[src/rtl/pinchg_pkg.sv]
package pinchg_pkg;
  localparam int NPORT = 2;

  typedef struct packed {
    logic merge;
    logic odrain;
    logic actlvl;
  } drv_cfg_t;
endpackage

[src/rtl/pinchg_port.sv]
module pinchg_port #(
  parameter int PW = 8
) (
  input  logic          clk,
  input  logic          rst,
  input  logic [PW-1:0] pin,
  input  logic [PW-1:0] ien,
  input  logic [PW-1:0] dflt,
  input  logic [PW-1:0] cmpsel,
  input  logic          ack,
  output logic          pend,
  output logic [PW-1:0] flag,
  output logic [PW-1:0] cap
);
  logic [PW-1:0] prev;
  logic [PW-1:0] hit;

  // per-pin compare: previous sample or programmed default
  for (genvar i = 0; i < PW; i++) begin : g_cmp
    assign hit[i] = ien[i] & (cmpsel[i] ? (pin[i] ^ dflt[i]) : (pin[i] ^ prev[i]));
  end

  always_ff @(posedge clk) begin
    prev <= pin;
    if (rst) begin
      pend <= 1'b0;
      flag <= '0;
      cap  <= '0;
    end else if (pend) begin
      if (ack) begin
        pend <= 1'b0;
        flag <= '0;
      end
    end else if (|hit) begin
      pend <= 1'b1;
      flag <= hit;
      cap  <= pin;
    end
  end
endmodule

[src/rtl/pinchg_drive.sv]
module pinchg_drive #(
  parameter int NP = pinchg_pkg::NPORT
) (
  input  logic                 clk,
  input  logic                 rst,
  input  pinchg_pkg::drv_cfg_t cfg,
  input  logic [NP-1:0]        pend,
  output logic [NP-1:0]        out,
  output logic [NP-1:0]        oe
);
  logic [NP-1:0] act;
  logic          any_pend;

  assign any_pend = |pend;

  for (genvar p = 0; p < NP; p++) begin : g_pin
    assign act[p] = cfg.merge ? any_pend : pend[p];

    always_ff @(posedge clk) begin
      if (rst) begin
        out[p] <= 1'b0;
        oe[p]  <= 1'b0;
      end else if (cfg.odrain) begin
        out[p] <= 1'b0;
        oe[p]  <= act[p];
      end else begin
        out[p] <= cfg.actlvl ? act[p] : ~act[p];
        oe[p]  <= 1'b1;
      end
    end
  end
endmodule

[src/rtl/pinchg_irq.sv]
module pinchg_irq #(
  parameter int PW = 8
) (
  input  logic          clk,
  input  logic          rst,
  input  logic [PW-1:0] pin_a,
  input  logic [PW-1:0] pin_b,
  input  logic [PW-1:0] ien_a,
  input  logic [PW-1:0] ien_b,
  input  logic [PW-1:0] dflt_a,
  input  logic [PW-1:0] dflt_b,
  input  logic [PW-1:0] cmpsel_a,
  input  logic [PW-1:0] cmpsel_b,
  input  logic          rd_ack_a,
  input  logic          rd_ack_b,
  input  logic          cfg_merge,
  input  logic          cfg_odrain,
  input  logic          cfg_actlvl,
  output logic [PW-1:0] flag_a,
  output logic [PW-1:0] flag_b,
  output logic [PW-1:0] cap_a,
  output logic [PW-1:0] cap_b,
  output logic          irq_a_out,
  output logic          irq_a_oe,
  output logic          irq_b_out,
  output logic          irq_b_oe
);
  localparam int NP = pinchg_pkg::NPORT;

  logic [NP-1:0][PW-1:0] pin_v, ien_v, dflt_v, sel_v, flag_v, cap_v;
  logic [NP-1:0]         ack_v, pend_v, out_v, oe_v;
  pinchg_pkg::drv_cfg_t  cfg;

  assign pin_v  = {pin_b, pin_a};
  assign ien_v  = {ien_b, ien_a};
  assign dflt_v = {dflt_b, dflt_a};
  assign sel_v  = {cmpsel_b, cmpsel_a};
  assign ack_v  = {rd_ack_b, rd_ack_a};
  assign cfg    = '{merge: cfg_merge, odrain: cfg_odrain, actlvl: cfg_actlvl};

  for (genvar p = 0; p < NP; p++) begin : g_port
    pinchg_port #(.PW(PW)) u_port (
      .clk    (clk),
      .rst    (rst),
      .pin    (pin_v[p]),
      .ien    (ien_v[p]),
      .dflt   (dflt_v[p]),
      .cmpsel (sel_v[p]),
      .ack    (ack_v[p]),
      .pend   (pend_v[p]),
      .flag   (flag_v[p]),
      .cap    (cap_v[p])
    );
  end

  pinchg_drive #(.NP(NP)) u_drive (
    .clk  (clk),
    .rst  (rst),
    .cfg  (cfg),
    .pend (pend_v),
    .out  (out_v),
    .oe   (oe_v)
  );

  assign flag_a    = flag_v[0];
  assign flag_b    = flag_v[1];
  assign cap_a     = cap_v[0];
  assign cap_b     = cap_v[1];
  assign irq_a_out = out_v[0];
  assign irq_a_oe  = oe_v[0];
  assign irq_b_out = out_v[1];
  assign irq_b_oe  = oe_v[1];
endmodule

[config.mk]
export PLATFORM = sky130hd
export DESIGN_NAME = pinchg_irq
export DESIGN_NICKNAME = d
export VERILOG_FILES = /design/src/rtl/pinchg_pkg.sv /design/src/rtl/pinchg_port.sv /design/src/rtl/pinchg_drive.sv /design/src/rtl/pinchg_irq.sv
export SDC_FILE = /design/constraint.sdc
export NUM_CORES = 1
export LEC_CHECK = 0
export ABC_AREA = 1
export BUFFER_PORTS_ARGS = -buffer_cell sky130_fd_sc_hd__buf_2
export CORE_MARGIN = 3
export CORE_UTILIZATION = 48
export CTS_CLUSTER_DIAMETER = 60
export DETAILED_ROUTE_END_ITERATION = 8
export PLACE_DENSITY = 0.84
export SLEW_MARGIN = 20
export SYNTH_ARGS = -nofsm -noshare
export SYNTH_HDL_FRONTEND = slang
export SYNTH_SLANG_ARGS = --single-unit
[constraint.sdc]
create_clock -name clk -period 1.8 [get_ports clk]
set_clock_uncertainty 0.2 [all_clocks]
set_input_delay 0.18 -clock clk [delete_from_list [all_inputs] [get_ports clk]]
set_output_delay 0.18 -clock clk [all_outputs]
set_load 0.02 [all_outputs]
==> results.yml <==
cells_and_area:
  final_util_pct: 76.9
  multi_input_area_mm2: 0.00134
  fillers: 351
  final_area_mm2: 0.00398
  syn2layout_area_growth_pct: 52.6
  diodes: 0
  drive_gt1_share_pct: 40.5
  nets: 589
  final-seq-area_mm2: 0.00109
logic_synthesis:
  syn_inst: 363
  syn_nets: 434
  synthesis.area_mm2: 0.00261
  yosysUniqueCellTypes: 19
  yosysWarningCount: 0
  yosysSeqAreaShare_pct: 41.4
  synth_seq_cells: 54
  synth.avg_cell_area_um2: 7.19
power_and_ir_drop:
  power_density_mw_per_mm2: 786
  vdd_ir_drop_max_v: 0.000519
  power_leakage_uw: 0.00216
timing:
  worst_slack_ns: 0.0358
  drv_slew: 0
  fmax_mhz: 567
  rsz0062_at_grt: "true"
  maxSlewHeadroom_pct: 64.1
  setup_viol: 0
  fin_crit_ns: 1.76
  tightest_slew_ns: 0.538
  hold_viol_final: 0
  fin_crit_sh_pct: 98.0
  tns_ns: 0
global_routing:
  grt_use_total_pct: 21.9
  first_global_vias: 2666
  grt_overflow: 0
  grt_first_pass_wirelength_um: 11100
  antenna_found_initial: 0
  grt_max_degree: 19
clocking:
  clock-sinks: 54
  cts-htree-levels: 2
  cts_tree: "built"
  numCtsBuffers: 5
  clkLatencyLatePin_ns: 0.31
  clk_pin_slew_ns: 0.10
  cts-root-buf: "clkbuf_8"
  max-clock-path-buffers: 2
detailed_routing:
  ant_nets: 0
  route.vias.total: 2944
  post_drt_wl_per_cell_um: 13.2
  dr.pass1.iters: 4
  vias_per_cell: 5.00
  wl_met2_um: 3990
  met1_length_um: 2990
  dr.max_layer_used: "met4"
  wirelength_um: 7800
  wl_met3_um: 600
  drt_iter0_drc: 95
  drcViolationCount: 0
setup_path:
  worstSetupStartpointType: "input pin"
  path_max_fanout: 8
  worstPathArrival_ns: 1.76
  required_ns: 1.80
  worstSetupEndpointType: "flip-flop"
  criticalPathCategory: "input pin to flip-flop"
placed_design:
  placed_area_mm2: 0.00322
  post-place-ws_ns: 0.109
  dpl.hpwl_um: 5010
  gp_congestion: 0.741
  port_buffers: 106
die:
  die_h_um: 79.7
  core_area_mm2: 0.00517
  die_area_mm2: 0.00636
  num_rows: 26
  io-pin-count: 107
  die_w_um: 79.7
  start_util_pct: 50.4
status:
  status: "completed"
hold_path:
  hold_class: "input pin to flip-flop"
flow_run:
  maxCapViolCount: 0
==> registers in the layout (all words and copies together), names as in the netlist <==
| name | cells |
|---|---|
| g_port.u_port.cap | 16 |
| g_port.u_port.pend | 2 |
| u_drive.out | 2 |
| g_port.u_port.flag | 16 |
| u_drive.oe | 2 |
| g_port.u_port.prev | 16 |
==> layout make-up <==
class,instances,share of cell area (%)
Clock buffer,6,2.07
Clock inverter,2,1.51
Inverter,71,6.88
Multi-Input combinational cell,233,33.6
Sequential cell,54,27.4
Tap cell,70,2.20
Timing Repair Buffer,153,26.3
==> per-layer routing <==
layer | track usage [%] | vias to the layer above
li1 | - | 1460
met1 | 23.3 | 1335
met2 | 40.7 | 123
met3 | 6.09 | 26
met4 | 8.25 | 0
met5 | 0 | -
==> synthesized netlist by cell type <==
| cell type | count | area (µm²) |
|---|---|---|
| nand2_1 | 64 | 240 |
| inv_1 | 61 | 229 |
| dfxtp_1 | 54 | 1080 |
| nand3_1 | 36 | 180 |
| nor2_1 | 34 | 128 |
| nand3_2 | 22 | 220 |
| a21oi_1 | 18 | 90.1 |
| o21ai_0 | 18 | 90.1 |
| nand4_1 | 16 | 100 |
| nand2_2 | 14 | 87.6 |
| inv_2 | 8 | 30.0 |
| nor2_2 | 4 | 25.0 |
| clkbuf_1 | 3 | 11.3 |
| buf_8 | 2 | 30.0 |
| clkinv_1 | 2 | 7.51 |
| nand2_4 | 2 | 22.5 |
| nor3b_1 | 2 | 15.0 |
| o211ai_1 | 2 | 15.0 |
| or2_2 | 1 | 6.26 |
==> path summary, 6_finish.rpt <==
check | startpoint | end | slack (ns) | depth (start not counted)
hold reg to reg | g_port[0].u_port.cap[0]$_SDFFE_PP0P_ | g_port[0].u_port.cap[0]$_SDFFE_PP0P_ | 0.27 | 2
setup / recovery | ien_a[7] | g_port[0].u_port.cap[3]$_SDFFE_PP0P_ | 0.04 | 10
setup reg to reg | g_port[0].u_port.prev[0]$_DFF_P_ | g_port[0].u_port.cap[3]$_SDFFE_PP0P_ | 0.05 | 11
hold / removal | cfg_merge | u_drive.oe[1]$_SDFF_PP0_ | 0.02 | 3
==> logic make-up (layout without fill, tap and decap cells) <==
| family | count (synthesis) | in the layout | share of synthesized area (%) |
|---|---|---|---|
| compound gates | 38 | 38 | 7.48 |
| simple gates | 195 | 195 | 39.3 |
| flops | 54 | 54 | 41.4 |
| buf+inv | 76 | 232 | 11.8 |
==> stage by stage <==
stage	hold WS (ns)	std cells	power (µW)
final	0.0215	589	3130
after global routing	0.0308	589	3280
after CTS	0.00815	581	3040
after detailed placement	0.126	538	2000
after global placement	0.123	538	1980
after floorplan	0.00772	363	1760
==> critical path: stages <==
cell	delay [ns]
dlygate4sd3_1	0.56
buf_2	0.14
nand3_2	0.06
nand2_1	0.09
nor2_4	0.09
nand2_2	0.08
nand2_4	0.11
clkinvlp_4	0.23
nor2_2	0.16
nor2_1	0.05
==> power breakdown <==
group | internal, µW | switching (µW) | leakage [µW] | total [µW]
combinational | 336 | 456 | 0.00164 | 792
clock | 593 | 400 | 0.0000714 | 993
sequential | 1290 | 54.3 | 0.000449 | 1340
total | 2220 | 910 | 0.00216 | 3130
==> timing repair <==
item                       4_1_cts  5_1_grt
setup endpoints to repair        0       21
hold buffers                    35        9
hold endpoints to repair        49        9
gates resized for setup          0       58
buffers inserted                 0        8
==> placed cells by master (no fill, tap or decap), types with 6 or more instances in the layout <==
| cell type | netlist | layout |
|---|---|---|
| buf_2 | 0 | 96 |
| dlymetal6s4s_1 | 0 | 10 |
| o21ai_0 | 18 | 17 |
| inv_2 | 8 | 11 |
| nand2_1 | 64 | 51 |
| clkbuf_8 | 0 | 6 |
| nand4_1 | 16 | 16 |
| dfxtp_2 | 0 | 7 |
| dfxtp_1 | 54 | 47 |
| nand3_1 | 36 | 26 |
| buf_4 | 0 | 12 |
| dlygate4sd3_1 | 0 | 34 |
| nor2_2 | 4 | 9 |
| nor2_1 | 34 | 27 |
| a21oi_1 | 18 | 18 |
| nand3_2 | 22 | 32 |
| nand2_2 | 14 | 27 |
| inv_1 | 61 | 56 |
(Power assumes the default switching activity.)
